$ cat src/rtl/nvs_pkg.sv
package nvs_pkg;

  // decoded action of the four active-low controls
  typedef enum logic [2:0] {
    M_IDLE   = 3'd0,
    M_READ   = 3'd1,
    M_WRITE  = 3'd2,
    M_STORE  = 3'd3,
    M_RECALL = 3'd4,
    M_NOP    = 3'd5
  } nvs_mode_e;

endpackage

$ cat src/rtl/nvs_sync.sv
module nvs_sync #(
  parameter int           W       = 1,
  parameter logic [W-1:0] RST_VAL = '0
) (
  input  logic         clk,
  input  logic         rst_n,
  input  logic [W-1:0] d,
  output logic [W-1:0] q
);

  logic [W-1:0] stage1_q;
  logic [W-1:0] stage2_q;

  always_ff @(posedge clk or negedge rst_n) begin
    if (!rst_n) begin
      stage1_q <= RST_VAL;
      stage2_q <= RST_VAL;
    end else begin
      stage1_q <= d;
      stage2_q <= stage1_q;
    end
  end

  assign q = stage2_q;

endmodule

$ cat src/rtl/nvs_mode_dec.sv
module nvs_mode_dec
  import nvs_pkg::*;
(
  input  logic      ce_n,
  input  logic      we_n,
  input  logic      oe_n,
  input  logic      nve_n,
  output nvs_mode_e mode
);

  always_comb begin
    mode = M_NOP;
    if (ce_n) begin
      mode = M_IDLE;
    end else if (nve_n) begin
      if (!we_n)      mode = M_WRITE;
      else if (!oe_n) mode = M_READ;
      else            mode = M_NOP;
    end else begin
      if (!we_n && oe_n)      mode = M_STORE;
      else if (we_n && !oe_n) mode = M_RECALL;
      else                    mode = M_NOP;
    end
  end

endmodule

$ cat src/rtl/nvs_bulk.sv
module nvs_bulk #(
  parameter int DEPTH      = 64,
  parameter int IDX_W      = 6,
  parameter int STORE_CYC  = 100,
  parameter int RECALL_CYC = 70
) (
  input  logic             clk,
  input  logic             rst_n,
  input  logic             start_store,
  input  logic             start_recall,
  output logic             busy,
  output logic             op_store,
  output logic             clr_vol,
  output logic             clr_nv,
  output logic             cp_v2nv,
  output logic             cp_nv2v,
  output logic [IDX_W-1:0] idx
);

  localparam int MAX_CYC = (STORE_CYC > RECALL_CYC) ? STORE_CYC : RECALL_CYC;
  localparam int CNT_W   = $clog2(MAX_CYC + 1);
  localparam logic [CNT_W-1:0] LAST_ST = CNT_W'(STORE_CYC - 1);
  localparam logic [CNT_W-1:0] LAST_RC = CNT_W'(RECALL_CYC - 1);
  localparam logic [CNT_W-1:0] DEPTH_C = CNT_W'(DEPTH);

  logic             busy_q, busy_d;
  logic             st_q, st_d;
  logic [CNT_W-1:0] cnt_q, cnt_d;
  logic [CNT_W-1:0] last_cnt;
  logic             in_copy;

  assign last_cnt = st_q ? LAST_ST : LAST_RC;

  // next-state
  always_comb begin
    busy_d = busy_q;
    st_d   = st_q;
    cnt_d  = cnt_q;
    if (!busy_q) begin
      if (start_store) begin
        busy_d = 1'b1;
        st_d   = 1'b1;
        cnt_d  = '0;
      end else if (start_recall) begin
        busy_d = 1'b1;
        st_d   = 1'b0;
        cnt_d  = '0;
      end
    end else if (cnt_q == last_cnt) begin
      busy_d = 1'b0;
      cnt_d  = '0;
    end else begin
      cnt_d = cnt_q + CNT_W'(1);
    end
  end

  // registers
  always_ff @(posedge clk or negedge rst_n) begin
    if (!rst_n) begin
      busy_q <= 1'b0;
      st_q   <= 1'b0;
      cnt_q  <= '0;
    end else begin
      busy_q <= busy_d;
      st_q   <= st_d;
      cnt_q  <= cnt_d;
    end
  end

  // phase 0 clears the target, phases 1..DEPTH copy one word each
  assign in_copy  = busy_q && (cnt_q != '0) && (cnt_q <= DEPTH_C);
  assign clr_nv   = busy_q &&  st_q && (cnt_q == '0);
  assign clr_vol  = busy_q && !st_q && (cnt_q == '0);
  assign cp_v2nv  = in_copy &&  st_q;
  assign cp_nv2v  = in_copy && !st_q;
  assign idx      = IDX_W'(cnt_q - CNT_W'(1));
  assign busy     = busy_q;
  assign op_store = st_q;

endmodule

$ cat src/rtl/nvs_arrays.sv
module nvs_arrays #(
  parameter int ADDR_W = 6,
  parameter int DATA_W = 8
) (
  input  logic              clk,
  input  logic              wr_en,
  input  logic [ADDR_W-1:0] wr_addr,
  input  logic [DATA_W-1:0] wr_data,
  input  logic [ADDR_W-1:0] rd_addr,
  output logic [DATA_W-1:0] rd_data,
  input  logic              clr_vol,
  input  logic              clr_nv,
  input  logic              cp_v2nv,
  input  logic              cp_nv2v,
  input  logic [ADDR_W-1:0] idx
);

  localparam int DEPTH = 1 << ADDR_W;

  logic [DATA_W-1:0] vol_mem [DEPTH];
  logic [DATA_W-1:0] nv_mem  [DEPTH];

  // volatile array: bulk clear, bulk load, or single write
  always_ff @(posedge clk) begin
    if (clr_vol) begin
      for (int i = 0; i < DEPTH; i++) vol_mem[i] <= '0;
    end else if (cp_nv2v) begin
      vol_mem[idx] <= nv_mem[idx];
    end else if (wr_en) begin
      vol_mem[wr_addr] <= wr_data;
    end
  end

  // nonvolatile array: bulk erase, then word-by-word program
  always_ff @(posedge clk) begin
    if (clr_nv) begin
      for (int i = 0; i < DEPTH; i++) nv_mem[i] <= '0;
    end else if (cp_v2nv) begin
      nv_mem[idx] <= vol_mem[idx];
    end
  end

  assign rd_data = vol_mem[rd_addr];

endmodule

$ cat src/rtl/nvshadow_ctrl.sv
module nvshadow_ctrl
  import nvs_pkg::*;
#(
  parameter int ADDR_W     = 6,
  parameter int DATA_W     = 8,
  parameter int STORE_CYC  = 100,
  parameter int RECALL_CYC = 70
) (
  input  logic              clk,
  input  logic              rst_n,
  input  logic              ce_n,
  input  logic              we_n,
  input  logic              oe_n,
  input  logic              nve_n,
  input  logic              low_supply,
  input  logic [ADDR_W-1:0] addr,
  input  logic [DATA_W-1:0] wdata,
  output logic [DATA_W-1:0] rdata,
  output logic              rdata_oe,
  output logic              busy,
  output logic              mem_rd,
  output logic              mem_wr
);

  localparam int DEPTH = 1 << ADDR_W;
  localparam int DS_W  = 1 + ADDR_W + DATA_W;

  // reset: asserted asynchronously, released on the clock
  logic rst_q1, rst_q2, rst_i;
  always_ff @(posedge clk or negedge rst_n) begin
    if (!rst_n) begin
      rst_q1 <= 1'b0;
      rst_q2 <= 1'b0;
    end else begin
      rst_q1 <= 1'b1;
      rst_q2 <= rst_q1;
    end
  end
  assign rst_i = rst_q2;

  // input synchronisers
  logic [3:0]        ctl_s;
  logic [DS_W-1:0]   dat_s;
  logic              low_s;
  logic [ADDR_W-1:0] addr_s;
  logic [DATA_W-1:0] wdata_s;

  nvs_sync #(.W(4), .RST_VAL(4'hF)) u_ctl_sync (
    .clk   (clk),
    .rst_n (rst_i),
    .d     ({ce_n, we_n, oe_n, nve_n}),
    .q     (ctl_s)
  );

  nvs_sync #(.W(DS_W), .RST_VAL('0)) u_dat_sync (
    .clk   (clk),
    .rst_n (rst_i),
    .d     ({low_supply, addr, wdata}),
    .q     (dat_s)
  );

  assign {low_s, addr_s, wdata_s} = dat_s;

  // mode decode and transition detect
  nvs_mode_e mode, mode_q;

  nvs_mode_dec u_dec (
    .ce_n  (ctl_s[3]),
    .we_n  (ctl_s[2]),
    .oe_n  (ctl_s[1]),
    .nve_n (ctl_s[0]),
    .mode  (mode)
  );

  always_ff @(posedge clk or negedge rst_i) begin
    if (!rst_i) mode_q <= M_IDLE;
    else        mode_q <= mode;
  end

  logic bulk_busy, op_store;
  logic start_store, start_recall;
  logic clr_vol, clr_nv, cp_v2nv, cp_nv2v;
  logic [ADDR_W-1:0] bulk_idx;

  assign start_store  = (mode == M_STORE)  && (mode_q != M_STORE)  && !bulk_busy && !low_s;
  assign start_recall = (mode == M_RECALL) && (mode_q != M_RECALL) && !bulk_busy;

  nvs_bulk #(
    .DEPTH      (DEPTH),
    .IDX_W      (ADDR_W),
    .STORE_CYC  (STORE_CYC),
    .RECALL_CYC (RECALL_CYC)
  ) u_bulk (
    .clk          (clk),
    .rst_n        (rst_i),
    .start_store  (start_store),
    .start_recall (start_recall),
    .busy         (bulk_busy),
    .op_store     (op_store),
    .clr_vol      (clr_vol),
    .clr_nv       (clr_nv),
    .cp_v2nv      (cp_v2nv),
    .cp_nv2v      (cp_nv2v),
    .idx          (bulk_idx)
  );

  // single-word access
  logic              rd_en, wr_en;
  logic [DATA_W-1:0] arr_rd;

  assign rd_en = (mode == M_READ)  && !bulk_busy;
  assign wr_en = (mode == M_WRITE) && !bulk_busy;

  nvs_arrays #(.ADDR_W(ADDR_W), .DATA_W(DATA_W)) u_arr (
    .clk     (clk),
    .wr_en   (wr_en),
    .wr_addr (addr_s),
    .wr_data (wdata_s),
    .rd_addr (addr_s),
    .rd_data (arr_rd),
    .clr_vol (clr_vol),
    .clr_nv  (clr_nv),
    .cp_v2nv (cp_v2nv),
    .cp_nv2v (cp_nv2v),
    .idx     (bulk_idx)
  );

  // output registers
  logic [DATA_W-1:0] rdata_q, rdata_d;
  logic              oe_q, rd_q, wr_q;

  assign rdata_d = rd_en ? arr_rd : '0;

  always_ff @(posedge clk or negedge rst_i) begin
    if (!rst_i) begin
      rdata_q <= '0;
      oe_q    <= 1'b0;
      rd_q    <= 1'b0;
      wr_q    <= 1'b0;
    end else begin
      rdata_q <= rdata_d;
      oe_q    <= rd_en;
      rd_q    <= rd_en;
      wr_q    <= wr_en;
    end
  end

  assign rdata    = rdata_q;
  assign rdata_oe = oe_q;
  assign mem_rd   = rd_q;
  assign mem_wr   = wr_q;
  assign busy     = bulk_busy;

endmodule

$ cat config.mk
export PLATFORM = sky130hd
export DESIGN_NAME = nvshadow_ctrl
export DESIGN_NICKNAME = d
export VERILOG_FILES = /design/src/rtl/nvs_pkg.sv /design/src/rtl/nvs_sync.sv /design/src/rtl/nvs_mode_dec.sv /design/src/rtl/nvs_bulk.sv /design/src/rtl/nvs_arrays.sv /design/src/rtl/nvshadow_ctrl.sv
export SDC_FILE = /design/constraint.sdc
export NUM_CORES = 2
export LEC_CHECK = 0
export BUFFER_PORTS_ARGS = -buffer_cell sky130_fd_sc_hd__buf_2
export CAP_MARGIN = 20
export CORE_MARGIN = 5
export CORE_UTILIZATION = 35
export CTS_CLUSTER_DIAMETER = 100
export DETAILED_ROUTE_END_ITERATION = 8
export PLACE_DENSITY = 0.6
export SLEW_MARGIN = 20
export SYNTH_ARGS = -nofsm -noshare
export SYNTH_HDL_FRONTEND = slang
export SYNTH_SLANG_ARGS = --single-unit
$ cat constraint.sdc
create_clock -name clk -period 2.15 [get_ports clk]
set_input_delay 0.43 -clock clk [delete_from_list [all_inputs] [get_ports clk]]
set_output_delay 0.43 -clock clk [all_outputs]
set_load 0.02 [all_outputs]
# After elaboration in Yosys (flattened, before gate mapping)
# Memories as Yosys holds them, arrays and structs flattened.
# Index checks and enable logic that the tools add are counted.
# classes
addsub	2
reduce_logical	30
muxes	41
n_lt_le_gt_ge	1
bitwise_logic	1
n_eq_ne	7
# op_table
cell	count
$mux 8	4
$mux 7	4
$mux 1	24
$mux 6	4
$reduce_or 8->1	3
$logic_and 1x1->1	17
$mux 3	5
$add 7x1->7 const B	1
$eq 7x7->1	1
$le 7x7->1 const B	1
$logic_not 7->1	1
$reduce_bool 7->1	1
$eq 3x2->1 const B	2
$sub 6x1->6 const B	1
$logic_not 1->1	5
$eq 3x1->1 const B	1
$eq 3x3->1 const B	1
$ne 3x2->1 const B	1
$ne 3x3->1 const B	1
$reduce_bool 3->1	1
$reduce_and 2->1	1
$reduce_bool 2->1	1
$not 1->1	1
# word_totals
output_inout_bits	12
register_bits	62
n_memories	2
input_bits	21
mem_bits_rw	1024
word_cells	97
# mem_list
memory	words	width	rd	rd_clocked_by_memory_dff	wr	line_no	rtl
u_arr.nv_mem	64	8	1	0	64	nvs_arrays.sv:21	logic [DATA_W-1:0] nv_mem [DEPTH];
u_arr.vol_mem	64	8	2	0	64	nvs_arrays.sv:20	logic [DATA_W-1:0] vol_mem [DEPTH];

# Depth between registers and ports, before layout
# logic_depth
ltp_word	14
ltp_mapped	20
ltp_nobuf	9

# By module
# A second synthesis with hierarchy kept.
# hier_totals
cells_unflattened	3999
area_unflattened_um2	52818.2
# by_module_without_submodules
module	seq_area_each_um2	instances	area_per_inst_um2	cells_per_inst
nvs_arrays	30749.5	1	50637.3	3848
nvs_sync (u_dat_sync)	750.7	1	750.7	30
nvs_bulk	225.2	1	666.9	73
nvshadow_ctrl	375.4	1	515.5	33
nvs_sync (u_ctl_sync)	210.2	1	210.2	8
nvs_mode_dec	0.0	1	37.5	7

# Worst setup path after synthesis
# Ideal clock, no wire load.
# synth_timing
path_type	flip-flop to flip-flop
startpoint	register u_bulk.cnt_q[0]
endpoint	memory u_arr.vol_mem[10][7], data pin
t_required_ps	1888
n_path_buf	10
arrival_ps	4031
slack_ps	-2143
setup_ps	262
stages_incl_launch_ff	19
synth_period_minus_slack_ps	4293
cell_sequence	dfrtp_1 buf_6 buf_6 buf_4 buf_4 inv_1 clkbuf_1 ha_1 clkbuf_1 buf_2 buf_2 clkbuf_1 mux4_2 mux2i_1 o22ai_1 o22ai_1 o31a_1 buf_2 nor2_1
# synth_rtl
item	line_no	rtl
from (decl)	nvs_bulk.sv:28	logic [CNT_W-1:0] cnt_q, cnt_d;
from (signal assigned)	nvs_bulk.sv:66	cnt_q <= cnt_d;
to (decl)	nvs_arrays.sv:20	

==> impl_metrics.ini <==
[critical_path]
crit_path_max_incr_delay_ns = 0.51
cp_cell_sequence = inv_4, ha_4, xor2_4, buf_12, buf_12, buf_12, clkbuf_16, mux4_2, or2_4, a311oi_2, and4b_2, buf_8, buf_12, nor3_1
crit_top_cell = buf_12
crit_required_ns = 2.63
crit_path_start_kind = flip-flop
crit_cells = 14
critPathMaxFanout = 17
setup.worst_path.class = reg2reg
cp_slowest_cell = dfrtp_4
crit_family = buffers and inverters
critical_path_arrival_ns = 3.91
r2r_cells = 14
endpoint_kind = flip-flop
cp.buffers_inverters = 7

[floorplan]
die-area_sq_um = 156900
start_util_pct = 35.25
die_y_um = 396.1
num_rows = 141
die_x_um = 396.1
ios = 33
core_sq_um = 148000

[timing]
worst_slew_pin_slew_ns = 0.5575
timing.final.crit_period_ns = 3.430
slew_viol_final = 0
slew_headroom_pct = 62.55
fmax_mhz = 291.5
fin_skew_ns = 0.02999
fin_hold_ws_ns = 0.2467
worst_slack_ns = -1.280
post-route-period-util_pct = 159.5
finalSetupViolations = 2063
hold_viol = 0
rsz0062_at_grt = true

[cells_and_area]
ff_latch_area_sq_um = 32330
finalInstanceArea_sq_um = 68660
nFillCells = 12780
area_growth_pct = 31.60
diodes = 0
final_cell_mix = edfxtp_1 (1024), buf_4 (682), nor2_1 (644)
layout.nets = 4520
drive_gt1_share_pct = 37.63
multi_input_area_sq_um = 19500
final_common_cell = edfxtp_1

[routing]
postRouteAntennaNets = 0
avgRoutedWirePerCell_um = 27.11
vias_per_cell = 5.762
vias = 37570
drt_iter0_drc = 4667
dr.pass1.iters = 6
wirelength_um = 176800
drc = 0

[clock_tree]
clk_latency_ns = 0.76
clk_pin_slew_ns = 0.06
htree_levels = 3
ctsRootBufferMaster = clkbuf_16
clock_path_buffers = 3
cts_inserted_buffers = 110
cts_tree = done
clock-sinks = 1086

[global_routing]
grt_max_degree = 65
first_global_vias = 37060
overflow = 0
grtUsageMet2_pct = 35.81
met3_usage_pct = 3.787
grt_pass1_wl_um = 251800
grt_util_met1_pct = 28.91
antenna_found_initial = 3
grt.total_usage_pct = 21.66
busiest_layer = met2

[outcome]
violations = negative setup slack
status = complete, but fails checks

[placed_design]
dpl_cell_area_sq_um = 62550
io_buffers = 32
hpwl_um = 122500
gp_congestion = 0.9656

[yosys]
syn_area_sq_um = 52170
synth_seq_cells = 1086
postSynthAreaPerCell_sq_um = 14.13
synthArstFlopShare_pct = 5.709
synthCells = 3693
synth_nets = 3717
ys.flop_type = edfxtp_1
yosysWarnings = 0
synth_enable_flop_cells = 1024
ys_types = 80
synth-seq-area-share_pct = 61.93

[min_path]
hold_path.class = reg2async

[job]
maxCapViolations = 0
==> synth_stat cells, drive strengths merged, types with 26 or more instances <==
cell / number / area, sq um
nand3: 33 / 165.2
o22ai: 47 / 294.0
dfrtp: 54 / 1351
nand2: 376 / 1411
mux2i: 134 / 1341
o21ai: 26 / 130.1
nor2: 655 / 2459
mux4: 386 / 8693
nor3: 431 / 2167
a21oi: 38 / 197.7
clkbuf: 120 / 450.4
buf: 188 / 1021
edfxtp: 1024 / 30750
==> stage by stage <==
stage	std cells	setup TNS (ns)	worst slack (ns)	util, %
2_1_floorplan	3693	-2683.69	-1.422	-
3_3_place_gp	6216	-2270.82	-1.499	42.26
3_5_place_dp	6216	-2298.72	-1.511	42.26
4_1_cts	6469	-2170.02	-1.299	45.34
5_1_grt	6520	-2350.29	-1.370	46.39
6_report	6520	-2169.85	-1.280	46.39
==> state kept, by name (all words and copies together), names as in the netlist <==
signal	cells
u_arr.nv_mem	512
u_arr.vol_mem	512
u_dat_sync.q	15
u_dat_sync.stage1_q	15
rdata	8
u_bulk.cnt_q	7
u_ctl_sync.q	4
u_ctl_sync.stage1_q	4
mode_q	3
mem_rd	1
mem_wr	1
rst_i	1
rst_q1	1
u_bulk.busy	1
u_bulk.op_store	1
==> layout make-up <==
class | count | area share (%)
timing repair buffer | 999 | 15.82
clock inverter | 56 | 0.6178
clock buffer | 150 | 4.499
sequential | 1086 | 47.08
inverter | 10 | 0.06925
multi-input combinational | 2289 | 28.40
tap | 1930 | 3.517
==> logic make-up (layout without fill, tap and decap cells) <==
group | count (synthesis) | count (layout) | share of synthesized area, %
fa+ha+maj | 3 | 3 | 0.07195
flops | 1086 | 1086 | 61.93
other cells | 1 | 1 | 0.007188
mux | 523 | 523 | 19.30
simple gates | 1570 | 1570 | 13.18
compound gates | 185 | 185 | 2.494
buf+inv | 318 | 1215 | 2.892
xor+xnor | 7 | 7 | 0.1319
==> final timing paths <==
| kind | slack, ns | end | start |
|---|---|---|---|
| worst min-delay path | 0.25 | u_dat_sync.stage1_q[7] | rst_i |
| min in group clk | 0.33 | u_dat_sync.stage1_q[3] | wdata[3] |
| worst max register to register | -1.28 | u_arr.vol_mem[46][2] | u_bulk.cnt_q[0] |
| max in group asynchronous | 1.32 | u_dat_sync.q[8] | rst_i |
| worst max-delay path | -1.28 | u_arr.vol_mem[46][2] | u_bulk.cnt_q[0] |
| worst min register to register | 0.25 | u_dat_sync.stage1_q[7] | rst_i |
==> timing repair <==
item | CTS | global route
resized for setup | 69 | 162
setup endpoints to repair | 2063 | 2064
hold buffers | 21 | 0
setup buffers | 16 | 31
hold endpoints to repair | 21 | 0
pin swaps | 10 | 56
cloned | 11 | 23
==> routing by layer <==
metal | routed length [um] | share of wire (%)
met3 | 17030 | 9.6
met5 | 23 | 0.013
met2 | 85620 | 48
met4 | 7659 | 4.3
met1 | 66450 | 38
Power is not shown: default switching activity piles up to over one toggle a cycle in this logic, so the estimate is an artifact.
